[config.mk]
export PLATFORM = sky130hd
export DESIGN_NAME = dsc_uart_rx
export DESIGN_NICKNAME = d
export VERILOG_FILES = /design/src/rtl/dsc_uart_rx_pkg.sv /design/src/rtl/rx_line_sync.sv /design/src/rtl/rx_frame_engine.sv /design/src/rtl/rx_bd_ctrl.sv /design/src/rtl/dsc_uart_rx.sv
export SDC_FILE = /design/constraint.sdc
export NUM_CORES = 1
export LEC_CHECK = 0
export ABC_CLOCK_PERIOD_IN_PS = 4500
export BUFFER_PORTS_ARGS = -buffer_cell sky130_fd_sc_hd__buf_2
export CAP_MARGIN = 30
export CORE_MARGIN = 4
export CORE_UTILIZATION = 59
export CTS_BUF_LIST = sky130_fd_sc_hd__clkbuf_2 sky130_fd_sc_hd__clkbuf_4 sky130_fd_sc_hd__clkbuf_8
export CTS_CLUSTER_DIAMETER = 60
export DETAILED_ROUTE_END_ITERATION = 6
export GPL_TIMING_DRIVEN = 0
export PLACE_DENSITY = 0.86
export SLEW_MARGIN = 20
export SYNTH_ARGS = -nofsm -noshare
export SYNTH_HDL_FRONTEND = slang
export SYNTH_SLANG_ARGS = --single-unit
export TNS_END_PERCENT = 50
[constraint.sdc]
create_clock -name clk -period 4.5 [get_ports clk]
set_clock_uncertainty 0.1 [all_clocks]
set_input_delay 0.9 -clock clk [delete_from_list [all_inputs] [get_ports clk]]
set_output_delay 0.9 -clock clk [all_outputs]
set_load 0.01 [all_outputs]
[src/rtl/dsc_uart_rx_pkg.sv]
package dsc_uart_rx_pkg;

    localparam int MAX_BITS = 14;

    typedef enum logic [1:0] {
        PAR_NONE = 2'd0,
        PAR_EVEN = 2'd1,
        PAR_ODD  = 2'd2
    } par_mode_e;

    typedef enum logic [2:0] {
        RX_HUNT,
        RX_START,
        RX_DATA,
        RX_PAR,
        RX_STOP,
        RX_BRK
    } rx_state_e;

    typedef struct packed {
        logic [MAX_BITS-1:0] data;
        logic                perr;
        logic                ferr;
    } rx_char_t;

    // bit 2 idle close, bit 1 framing, bit 0 parity
    typedef struct packed {
        logic idle;
        logic ferr;
        logic perr;
    } bd_stat_t;

    // number of bit times in one frame: start + data + parity + stops
    function automatic logic [4:0] frame_bits(input logic [3:0] len,
                                              input par_mode_e pm,
                                              input logic two);
        return 5'd1 + 5'(len) + ((pm != PAR_NONE) ? 5'd1 : 5'd0)
               + (two ? 5'd2 : 5'd1);
    endfunction

endpackage

[src/rtl/rx_line_sync.sv]
module rx_line_sync #(
    parameter int   STAGES  = 2,
    parameter logic RST_VAL = 1'b1
) (
    input  logic clk,
    input  logic rst,
    input  logic d,
    output logic q
);
    logic [STAGES-1:0] ff;

    generate
        if (STAGES == 1) begin : g_one
            always_ff @(posedge clk) begin
                if (rst) ff <= RST_VAL;
                else     ff <= d;
            end
        end else begin : g_chain
            always_ff @(posedge clk) begin
                if (rst) ff <= {STAGES{RST_VAL}};
                else     ff <= {ff[STAGES-2:0], d};
            end
        end
    endgenerate

    assign q = ff[STAGES-1];
endmodule

[src/rtl/rx_frame_engine.sv]
module rx_frame_engine
    import dsc_uart_rx_pkg::*;
#(
    parameter int OS = 16
) (
    input  logic      clk,
    input  logic      rst,
    input  logic      en,
    input  logic      tick,
    input  logic      rx,
    input  logic [3:0] cfg_len,
    input  par_mode_e cfg_par,
    input  logic      cfg_two,
    output rx_char_t  chr,
    output logic      chr_vld,
    output logic      start_seen,
    output logic      idle_char,
    output logic      brk_vld,
    output logic [7:0] brk_len
);
    localparam int CW  = $clog2(OS);
    localparam int TKW = 5 + CW;

    rx_state_e           st;
    logic [CW-1:0]       cnt;
    logic [3:0]          bitn;
    logic                stopn;
    logic [MAX_BITS-1:0] sh;
    logic                pbit, lowall, ferr;
    logic [TKW-1:0]      itk;
    logic [4:0]          fbits;
    logic [TKW-1:0]      ftk;
    logic                mid, full, perr_c, nxt_low, nxt_ferr;

    assign fbits    = frame_bits(cfg_len, cfg_par, cfg_two);
    assign ftk      = TKW'(fbits) << CW;
    assign mid      = (cnt == CW'(OS/2 - 1));
    assign full     = (cnt == CW'(OS - 1));
    assign nxt_low  = lowall & ~rx;
    assign nxt_ferr = ferr | ~rx;

    always_comb begin
        unique case (cfg_par)
            PAR_EVEN: perr_c = pbit != (^sh);
            PAR_ODD:  perr_c = pbit != ~(^sh);
            default:  perr_c = 1'b0;
        endcase
    end

    always_ff @(posedge clk) begin
        if (rst || !en) begin
            st <= RX_HUNT; cnt <= '0; bitn <= '0; stopn <= 1'b0; sh <= '0;
            pbit <= 1'b0; lowall <= 1'b0; ferr <= 1'b0; itk <= '0;
            chr <= '0; chr_vld <= 1'b0; start_seen <= 1'b0;
            idle_char <= 1'b0; brk_vld <= 1'b0; brk_len <= '0;
        end else begin
            chr_vld    <= 1'b0;
            start_seen <= 1'b0;
            idle_char  <= 1'b0;
            brk_vld    <= 1'b0;
            if (tick) begin
                unique case (st)
                    RX_HUNT: begin
                        if (!rx) begin
                            st <= RX_START; cnt <= '0; itk <= '0;
                        end else if (itk == ftk - 1'b1) begin
                            itk <= '0; idle_char <= 1'b1;
                        end else begin
                            itk <= itk + 1'b1;
                        end
                    end
                    RX_START: begin
                        if (mid) begin
                            if (rx) st <= RX_HUNT;
                            else begin
                                st <= RX_DATA; cnt <= '0; bitn <= '0; sh <= '0;
                                lowall <= 1'b1; ferr <= 1'b0; pbit <= 1'b0;
                                stopn <= 1'b0; start_seen <= 1'b1;
                            end
                        end else cnt <= cnt + 1'b1;
                    end
                    RX_DATA: begin
                        if (full) begin
                            cnt <= '0; sh[bitn] <= rx; lowall <= nxt_low;
                            bitn <= bitn + 1'b1;
                            if (bitn == cfg_len - 4'd1)
                                st <= (cfg_par != PAR_NONE) ? RX_PAR : RX_STOP;
                        end else cnt <= cnt + 1'b1;
                    end
                    RX_PAR: begin
                        if (full) begin
                            cnt <= '0; pbit <= rx; lowall <= nxt_low; st <= RX_STOP;
                        end else cnt <= cnt + 1'b1;
                    end
                    RX_STOP: begin
                        if (full) begin
                            cnt <= '0;
                            if (cfg_two && !stopn) begin
                                stopn <= 1'b1; lowall <= nxt_low; ferr <= nxt_ferr;
                            end else begin
                                itk <= '0;
                                if (nxt_low) begin
                                    st <= RX_BRK; brk_len <= 8'(fbits);
                                end else begin
                                    st <= RX_HUNT; chr_vld <= 1'b1;
                                    chr <= '{data: sh, perr: perr_c, ferr: nxt_ferr};
                                end
                            end
                        end else cnt <= cnt + 1'b1;
                    end
                    RX_BRK: begin
                        if (full) begin
                            cnt <= '0;
                            if (!rx) brk_len <= brk_len + 1'b1;
                            else begin brk_vld <= 1'b1; st <= RX_HUNT; end
                        end else cnt <= cnt + 1'b1;
                    end
                    default: st <= RX_HUNT;
                endcase
            end
        end
    end


    bitn_range_chk: assert property (@(posedge clk) disable iff (rst)
        (st == RX_DATA) |-> (bitn < cfg_len));

    char_from_stop_chk: assert property (@(posedge clk) disable iff (rst)
        chr_vld |-> ($past(st) == RX_STOP));

    noise_reject_chk: assert property (@(posedge clk) disable iff (rst)
        ($past(en) && $past(st) == RX_START && st == RX_HUNT) |-> $past(rx));

    brk_min_len_chk: assert property (@(posedge clk) disable iff (rst)
        brk_vld |-> (brk_len >= 8'd7));
endmodule

[src/rtl/rx_bd_ctrl.sv]
module rx_bd_ctrl
    import dsc_uart_rx_pkg::*;
#(
    parameter int NDESC     = 4,
    parameter int MEM_DEPTH = 64,
    parameter int LEN_W     = 8,
    parameter int IDLE_W    = 16
) (
    input  logic                         clk,
    input  logic                         rst,
    input  logic                         en,
    input  rx_char_t                     chr,
    input  logic                         chr_vld,
    input  logic                         start_seen,
    input  logic                         idle_char,
    input  logic [IDLE_W-1:0]            max_idle,
    input  logic                         bdw_en,
    input  logic [$clog2(NDESC)-1:0]     bdw_idx,
    input  logic                         bdw_empty,
    input  logic                         bdw_wrap,
    input  logic                         bdw_intr,
    input  logic                         bdw_cont,
    input  logic [LEN_W-1:0]             bdw_maxlen,
    input  logic [$clog2(MEM_DEPTH)-1:0] bdw_base,
    input  logic [$clog2(NDESC)-1:0]     bdr_idx,
    output logic                         bdr_empty,
    output logic [LEN_W-1:0]             bdr_count,
    output logic [2:0]                   bdr_stat,
    input  logic [$clog2(MEM_DEPTH)-1:0] mem_raddr,
    output logic [MAX_BITS-1:0]          mem_rdata,
    output logic                         irq,
    output logic [$clog2(NDESC)-1:0]     irq_idx,
    output logic                         busy
);
    localparam int AW = $clog2(MEM_DEPTH);
    localparam int IW = $clog2(NDESC);

    typedef struct packed {
        logic             empty;
        logic             wrap;
        logic             intr;
        logic             cont;
        logic [LEN_W-1:0] maxlen;
        logic [LEN_W-1:0] count;
        logic [AW-1:0]    base;
        bd_stat_t         st;
    } bd_t;

    bd_t                 bd [NDESC];
    logic [MAX_BITS-1:0] mem [MEM_DEPTH];
    logic [IW-1:0]       cur;
    logic [LEN_W-1:0]    fill;
    bd_stat_t            acc;
    logic                armed;
    logic [IDLE_W-1:0]   icnt;

    bd_t              cur_bd;
    logic             take, close_full, close_idle, do_close;
    logic [LEN_W-1:0] fill_n, cnt_out;
    bd_stat_t         st_out;
    logic [IW-1:0]    nxt;
    logic [AW-1:0]    wptr;

    always_comb begin
        cur_bd     = bd[cur];
        take       = en && chr_vld && cur_bd.empty;
        fill_n     = fill + 1'b1;
        close_full = take && (fill_n >= cur_bd.maxlen);
        close_idle = en && !chr_vld && armed && (max_idle != '0) && (icnt >= max_idle);
        do_close   = close_full || close_idle;
        cnt_out    = close_full ? fill_n : fill;
        st_out     = acc;
        if (close_full) begin
            st_out.perr = acc.perr | chr.perr;
            st_out.ferr = acc.ferr | chr.ferr;
        end else begin
            st_out.idle = 1'b1;
        end
        nxt  = (cur_bd.wrap || cur == IW'(NDESC - 1)) ? '0 : cur + 1'b1;
        wptr = cur_bd.base + AW'(fill);
    end

    always_ff @(posedge clk) begin
        if (take) mem[wptr] <= chr.data;
    end

    always_ff @(posedge clk) begin
        if (rst) begin
            for (int i = 0; i < NDESC; i++) bd[i] <= '0;
            cur <= '0; fill <= '0; acc <= '0; armed <= 1'b0; icnt <= '0;
            irq <= 1'b0; irq_idx <= '0; busy <= 1'b0;
        end else begin
            irq <= 1'b0;
            if (bdw_en)
                bd[bdw_idx] <= '{empty: bdw_empty, wrap: bdw_wrap, intr: bdw_intr,
                                 cont: bdw_cont, maxlen: bdw_maxlen, count: '0,
                                 base: bdw_base, st: '0};
            if (!en) begin
                cur <= '0; fill <= '0; acc <= '0; armed <= 1'b0;
                icnt <= '0; busy <= 1'b0;
            end else begin
                if (start_seen)
                    icnt <= '0;
                else if (idle_char && armed && max_idle != '0)
                    icnt <= icnt + 1'b1;
                if (chr_vld && !cur_bd.empty)
                    busy <= 1'b1;
                if (take) begin
                    fill     <= fill_n;
                    acc.perr <= acc.perr | chr.perr;
                    acc.ferr <= acc.ferr | chr.ferr;
                    armed    <= 1'b1;
                end
                if (do_close) begin
                    bd[cur].count <= cnt_out;
                    bd[cur].st    <= st_out;
                    if (!cur_bd.cont) bd[cur].empty <= 1'b0;
                    irq     <= cur_bd.intr;
                    irq_idx <= cur;
                    cur     <= nxt;
                    fill    <= '0;
                    acc     <= '0;
                    armed   <= 1'b0;
                    icnt    <= '0;
                end
            end
        end
    end

    assign bdr_empty = bd[bdr_idx].empty;
    assign bdr_count = bd[bdr_idx].count;
    assign bdr_stat  = bd[bdr_idx].st;
    assign mem_rdata = mem[mem_raddr];


    busy_rise_chk: assert property (@(posedge clk) disable iff (rst)
        $rose(busy) |-> $past(chr_vld));

    cur_hold_chk: assert property (@(posedge clk) disable iff (rst)
        (en && $past(en) && !$past(chr_vld) && !$past(armed)) |-> $stable(cur));

    irq_cause_chk: assert property (@(posedge clk) disable iff (rst)
        irq |-> ($past(chr_vld) || $past(armed)));

    armed_fill_chk: assert property (@(posedge clk) disable iff (rst)
        armed |-> (fill != '0));
endmodule

[src/rtl/dsc_uart_rx.sv]
module dsc_uart_rx
    import dsc_uart_rx_pkg::*;
#(
    parameter int NDESC     = 4,
    parameter int MEM_DEPTH = 64,
    parameter int LEN_W     = 8,
    parameter int IDLE_W    = 16
) (
    input  logic                         clk,
    input  logic                         rst,
    input  logic                         en,
    input  logic                         os_tick,
    input  logic                         rxd,
    input  logic [3:0]                   cfg_len,
    input  logic [1:0]                   cfg_par,
    input  logic                         cfg_two_stop,
    input  logic [IDLE_W-1:0]            cfg_max_idle,
    input  logic                         bdw_en,
    input  logic [$clog2(NDESC)-1:0]     bdw_idx,
    input  logic                         bdw_empty,
    input  logic                         bdw_wrap,
    input  logic                         bdw_intr,
    input  logic                         bdw_cont,
    input  logic [LEN_W-1:0]             bdw_maxlen,
    input  logic [$clog2(MEM_DEPTH)-1:0] bdw_base,
    input  logic [$clog2(NDESC)-1:0]     bdr_idx,
    output logic                         bdr_empty,
    output logic [LEN_W-1:0]             bdr_count,
    output logic [2:0]                   bdr_stat,
    input  logic [$clog2(MEM_DEPTH)-1:0] mem_raddr,
    output logic [13:0]                  mem_rdata,
    output logic                         irq,
    output logic [$clog2(NDESC)-1:0]     irq_idx,
    output logic                         busy,
    output logic                         brk_vld,
    output logic [7:0]                   brk_len
);
    logic     rx_s;
    rx_char_t chr;
    logic     chr_vld, start_seen, idle_char;

    rx_line_sync #(.STAGES(2), .RST_VAL(1'b1)) u_sync (
        .clk(clk), .rst(rst), .d(rxd), .q(rx_s)
    );

    rx_frame_engine #(.OS(16)) u_eng (
        .clk(clk), .rst(rst), .en(en), .tick(os_tick), .rx(rx_s),
        .cfg_len(cfg_len), .cfg_par(par_mode_e'(cfg_par)), .cfg_two(cfg_two_stop),
        .chr(chr), .chr_vld(chr_vld), .start_seen(start_seen),
        .idle_char(idle_char), .brk_vld(brk_vld), .brk_len(brk_len)
    );

    rx_bd_ctrl #(.NDESC(NDESC), .MEM_DEPTH(MEM_DEPTH), .LEN_W(LEN_W),
                 .IDLE_W(IDLE_W)) u_bd (
        .clk(clk), .rst(rst), .en(en), .chr(chr), .chr_vld(chr_vld),
        .start_seen(start_seen), .idle_char(idle_char), .max_idle(cfg_max_idle),
        .bdw_en(bdw_en), .bdw_idx(bdw_idx), .bdw_empty(bdw_empty),
        .bdw_wrap(bdw_wrap), .bdw_intr(bdw_intr), .bdw_cont(bdw_cont),
        .bdw_maxlen(bdw_maxlen), .bdw_base(bdw_base), .bdr_idx(bdr_idx),
        .bdr_empty(bdr_empty), .bdr_count(bdr_count), .bdr_stat(bdr_stat),
        .mem_raddr(mem_raddr), .mem_rdata(mem_rdata), .irq(irq),
        .irq_idx(irq_idx), .busy(busy)
    );
endmodule

==> flow_summary_export.csv <==
group,metric,value,unit
die,start_util,0.597,
logic_synthesis,yosysMostFrequentCell,"edfxtp_1",
place,place_ws,-1.13,ns
place,place.gp.congestion,0.893,
place,dpl.hpwl,69300,um
critical_path,path_class,"register to register",
logic_synthesis,yosys-top-cells-area,"edfxtp_1 67%, mux4_2 16%, dfxtp_1 4.7%, nor2_1 1.5%, ha_1 1.4%",
place,placedCellCount,3535,
global_routing,grt.overflow.total,0,
power,internal_power,15900,uW
routing,routedWlPerCell,31.0,um
critical_path,reg2reg_to,"u_bd.mem[43][3]",
global_routing,grt_util_all_layers,0.302,
clock_tree,root_buffer,"clkbuf_8",
outcome,violations,"setup timing",
die,core_area,76100,um2
logic_synthesis,yosysTopAreaCell,"edfxtp_1",
timing,fin_tns_setup,-1.14,ns
timing,slew_headroom,0.318,
critical_path,arrival,4.96,ns
run,drv_cap,0,
finish,stdcell_area,52800,um2
routing,drt-initial-drc-count,3588,
critical_path,required,4.88,ns
power,p_per_area,385,nW/um2
power,pwr-share-seq,0.552,
critical_path,cp_max_fo,13,
critical_path,endpoint_kind,"register",
timing,hold_viol,0,
global_routing,grt_pass1_wl,179000,um
outcome,status,"complete, but fails checks",
power,clkPwrFrac,0.415,
logic_synthesis,mappedNetlistNets,2522,
routing,antenna_left,0,
timing,min_period,4.58,ns
power,peakVddDrop,0.000312,V
clock_tree,clk_pin_slew,0.06,ns
timing,worst_pin_slew,1.02,ns
logic_synthesis,synth_cell_types,70,
min_path,hold_class,"input pin to register",
logic_synthesis,syn-instance-count,2412,
timing,slew_viol_final,0,
clock_tree,cts.path.max_buffers,3,
routing,via_count,26000,
timing,rsz0062_at_grt,"true",
logic_synthesis,async_flop_share,0,
clock_tree,cts_tree,"built",
logic_synthesis,yosysSeqAreaShare,0.714,
logic_synthesis,avgSynthCellArea,18.8,um2
power,power_switching,4470,uW
finish,stdcell_count,3929,
die,die_area,81500,um2
die,chipHeight,285,um
critical_path,reg2reg_depth,9,
die,rows,101,
place,port_buffers,89,
global_routing,grt_max_degree,66,
timing,fin_crit_sh,1.02,
routing,dr.pass1.iters,5,
die,die_x,285,um
routing,vias_per_cell,6.62,
critical_path,crit_path_max_incr_delay,0.71,ns
logic_synthesis,synth_edf_count,1008,
power,switching_share,0.220,
clock_tree,htreeDepth,4,
logic_synthesis,synth_common_cells,"1008 x edfxtp_1, 324 x mux4_2, 187 x nor2_1",
die,io-pin-count,96,
place,placed_cell_area,47400,um2
routing,wirelength,122000,um
logic_synthesis,yosysWarnings,0,
timing,clock.fmax,218,MHz
logic_synthesis,yosysTopAreaCellShare,0.667,
critical_path,crit_chain,"clkbuf_2 > mux4_2 > ha_1 > fa_1 > xor2_1 > nor3_1 > nand3_2 > nor2_4 > buf_12",
power,pwr-share-comb,0.033,
clock_tree,numCtsBuffers,169,
finish,layout-drive-gt1-share,0.328,
critical_path,slowest_stage,"nand3_2",
logic_synthesis,synth_seq_cells,1115,
clock_tree,clock_latency,0.81,ns
logic_synthesis,synth_area,45400,um2
routing,drc_errors,0,
logic_synthesis,synth-main-ff-cell,"edfxtp_1",
critical_path,startpoint_type,"register",
finish,areaGrowthSynthToFinish,16.2,%
global_routing,grt_pass1_vias,26500,
power,power_leakage,0.0196,uW
timing,setup_ws,-0.0824,ns
global_routing,antenna_found_initial,10,
timing,setup_violations,45,
finish,fin_nets,2878,
clock_tree,clock_sinks,1115,
critical_path,crit_end,"u_bd.mem[43][3]",
critical_path,r2r_slack,-0.08,ns
## worst min-delay path by stage
stage / startpoint / endpoint / cells after the start / slack [ns]
finish: rxd / u_sync.ff[0] / 2 / 0.21
global route: rxd / u_sync.ff[0] / 2 / 0.20
CTS: rxd / u_sync.ff[0] / 2 / 0.16
detailed placement: u_sync.ff[0] / u_sync.ff[1] / 1 / 0.33
global placement: u_sync.ff[0] / u_sync.ff[1] / 1 / 0.32
floorplan: u_sync.ff[0] / u_sync.ff[1] / 1 / 0.29
## area by class of cell
cell class / count / area [um2]
fill: 4382 / 23300
inverter: 41 / 154
clock inverter: 61 / 435
multi-input combinational: 1133 / 12800
antenna: 5 / 12.5
timing repair buffer: 187 / 2040
sequential: 1115 / 32500
tap: 1030 / 1290
buffer: 121 / 681
clock buffer: 236 / 2890
## state kept, by name, indices dropped and copies added (netlist names), 3 cells and up, named ones only
name / count
u_eng.sh: 14
u_eng.brk_len: 8
u_eng.itk: 9
u_bd.fill: 8
u_eng.bitn: 4
u_bd.icnt: 16
u_bd.bd: 116
u_eng.cnt: 4
u_bd.mem: 896
u_eng.chr: 16
u_eng.st: 3
## power by group through the flow
stage | sequential [uW] | clock (uW) | combinational (uW)
2_1_floorplan | 11400 | 0 | 428
3_3_place_gp | 11400 | 0 | 590
3_5_place_dp | 11400 | 0 | 621
4_1_cts | 11200 | 8290 | 646
5_1_grt | 11200 | 8980 | 712
6_report | 11200 | 8430 | 664
## placed cells by master (no fill, tap or decap), types with 7 or more instances in the layout
master,count
o21ai_0,19
mux4_2,324
clkinv_1,31
clkinv_2,10
buf_6,15
nor3b_1,10
a21oi_1,48
nor2_1,123
and3_1,18
dfxtp_1,93
clkbuf_8,181
buf_1,7
clkinvlp_4,9
ha_1,51
clkbuf_4,62
xnor2_1,43
o21ai_1,7
and2_1,71
edfxtp_1,1008
nand3_1,33
nor4_1,7
a21o_1,12
nand4_1,15
xor2_1,38
clkbuf_2,13
inv_1,39
nand2b_1,11
buf_12,65
clkbuf_1,56
buf_4,33
nor2_4,64
nor3_1,28
mux2i_1,16
dfxtp_4,11
nand2_1,93
buf_2,106
## logic make-up after synthesis
family	synth area share
buffers and inverters	0.0163
DFF	0.714
adders and majority gates	0.0149
muxes	0.165
AOI/OAI and AO/OA	0.0184
and+or+nand+nor	0.0554
xor gates and xnor gates	0.0160
## per-layer routing
| metal | global-route usage | part of all wire | vias up |
|---|---|---|---|
| li1 | - | - | 10400 |
| met1 | 0.376 | 0.33 | 13200 |
| met2 | 0.517 | 0.52 | 1974 |
| met3 | 0.0619 | 0.10 | 411 |
| met4 | 0.139 | 0.055 | 10 |
| met5 | 0 | 0.00057 | - |
## stage by stage
stage	power (uW)	hold slack, ns	utilization
after floorplan	11900	0.289	-
after global placement	12000	0.325	0.620
after detailed placement	12100	0.331	0.623
after CTS	20200	0.160	0.692
after global routing	20900	0.204	0.694
final	20300	0.215	0.694
## repair_timing
| item | in CTS | in global routing |
|---|---|---|
| resized for setup | 115 | 13 |
| setup endpoints to repair | 910 | 907 |
| buffers inserted | 90 | 0 |
| hold buffers | 0 | 0 |
| pin swaps | 68 | 0 |
## worst max-delay path, delay by kind of cell (launching register included)
family / cells / cell delay (ns)
XOR/XNOR: 1 / 0.20
adder cells (fa/ha/maj): 2 / 0.69
buffers and inverters: 2 / 0.59
flip-flops: 1 / 0.61
multiplexers: 1 / 0.36
AND/OR/NAND/NOR: 3 / 1.72
(Power assumes the default switching activity.)
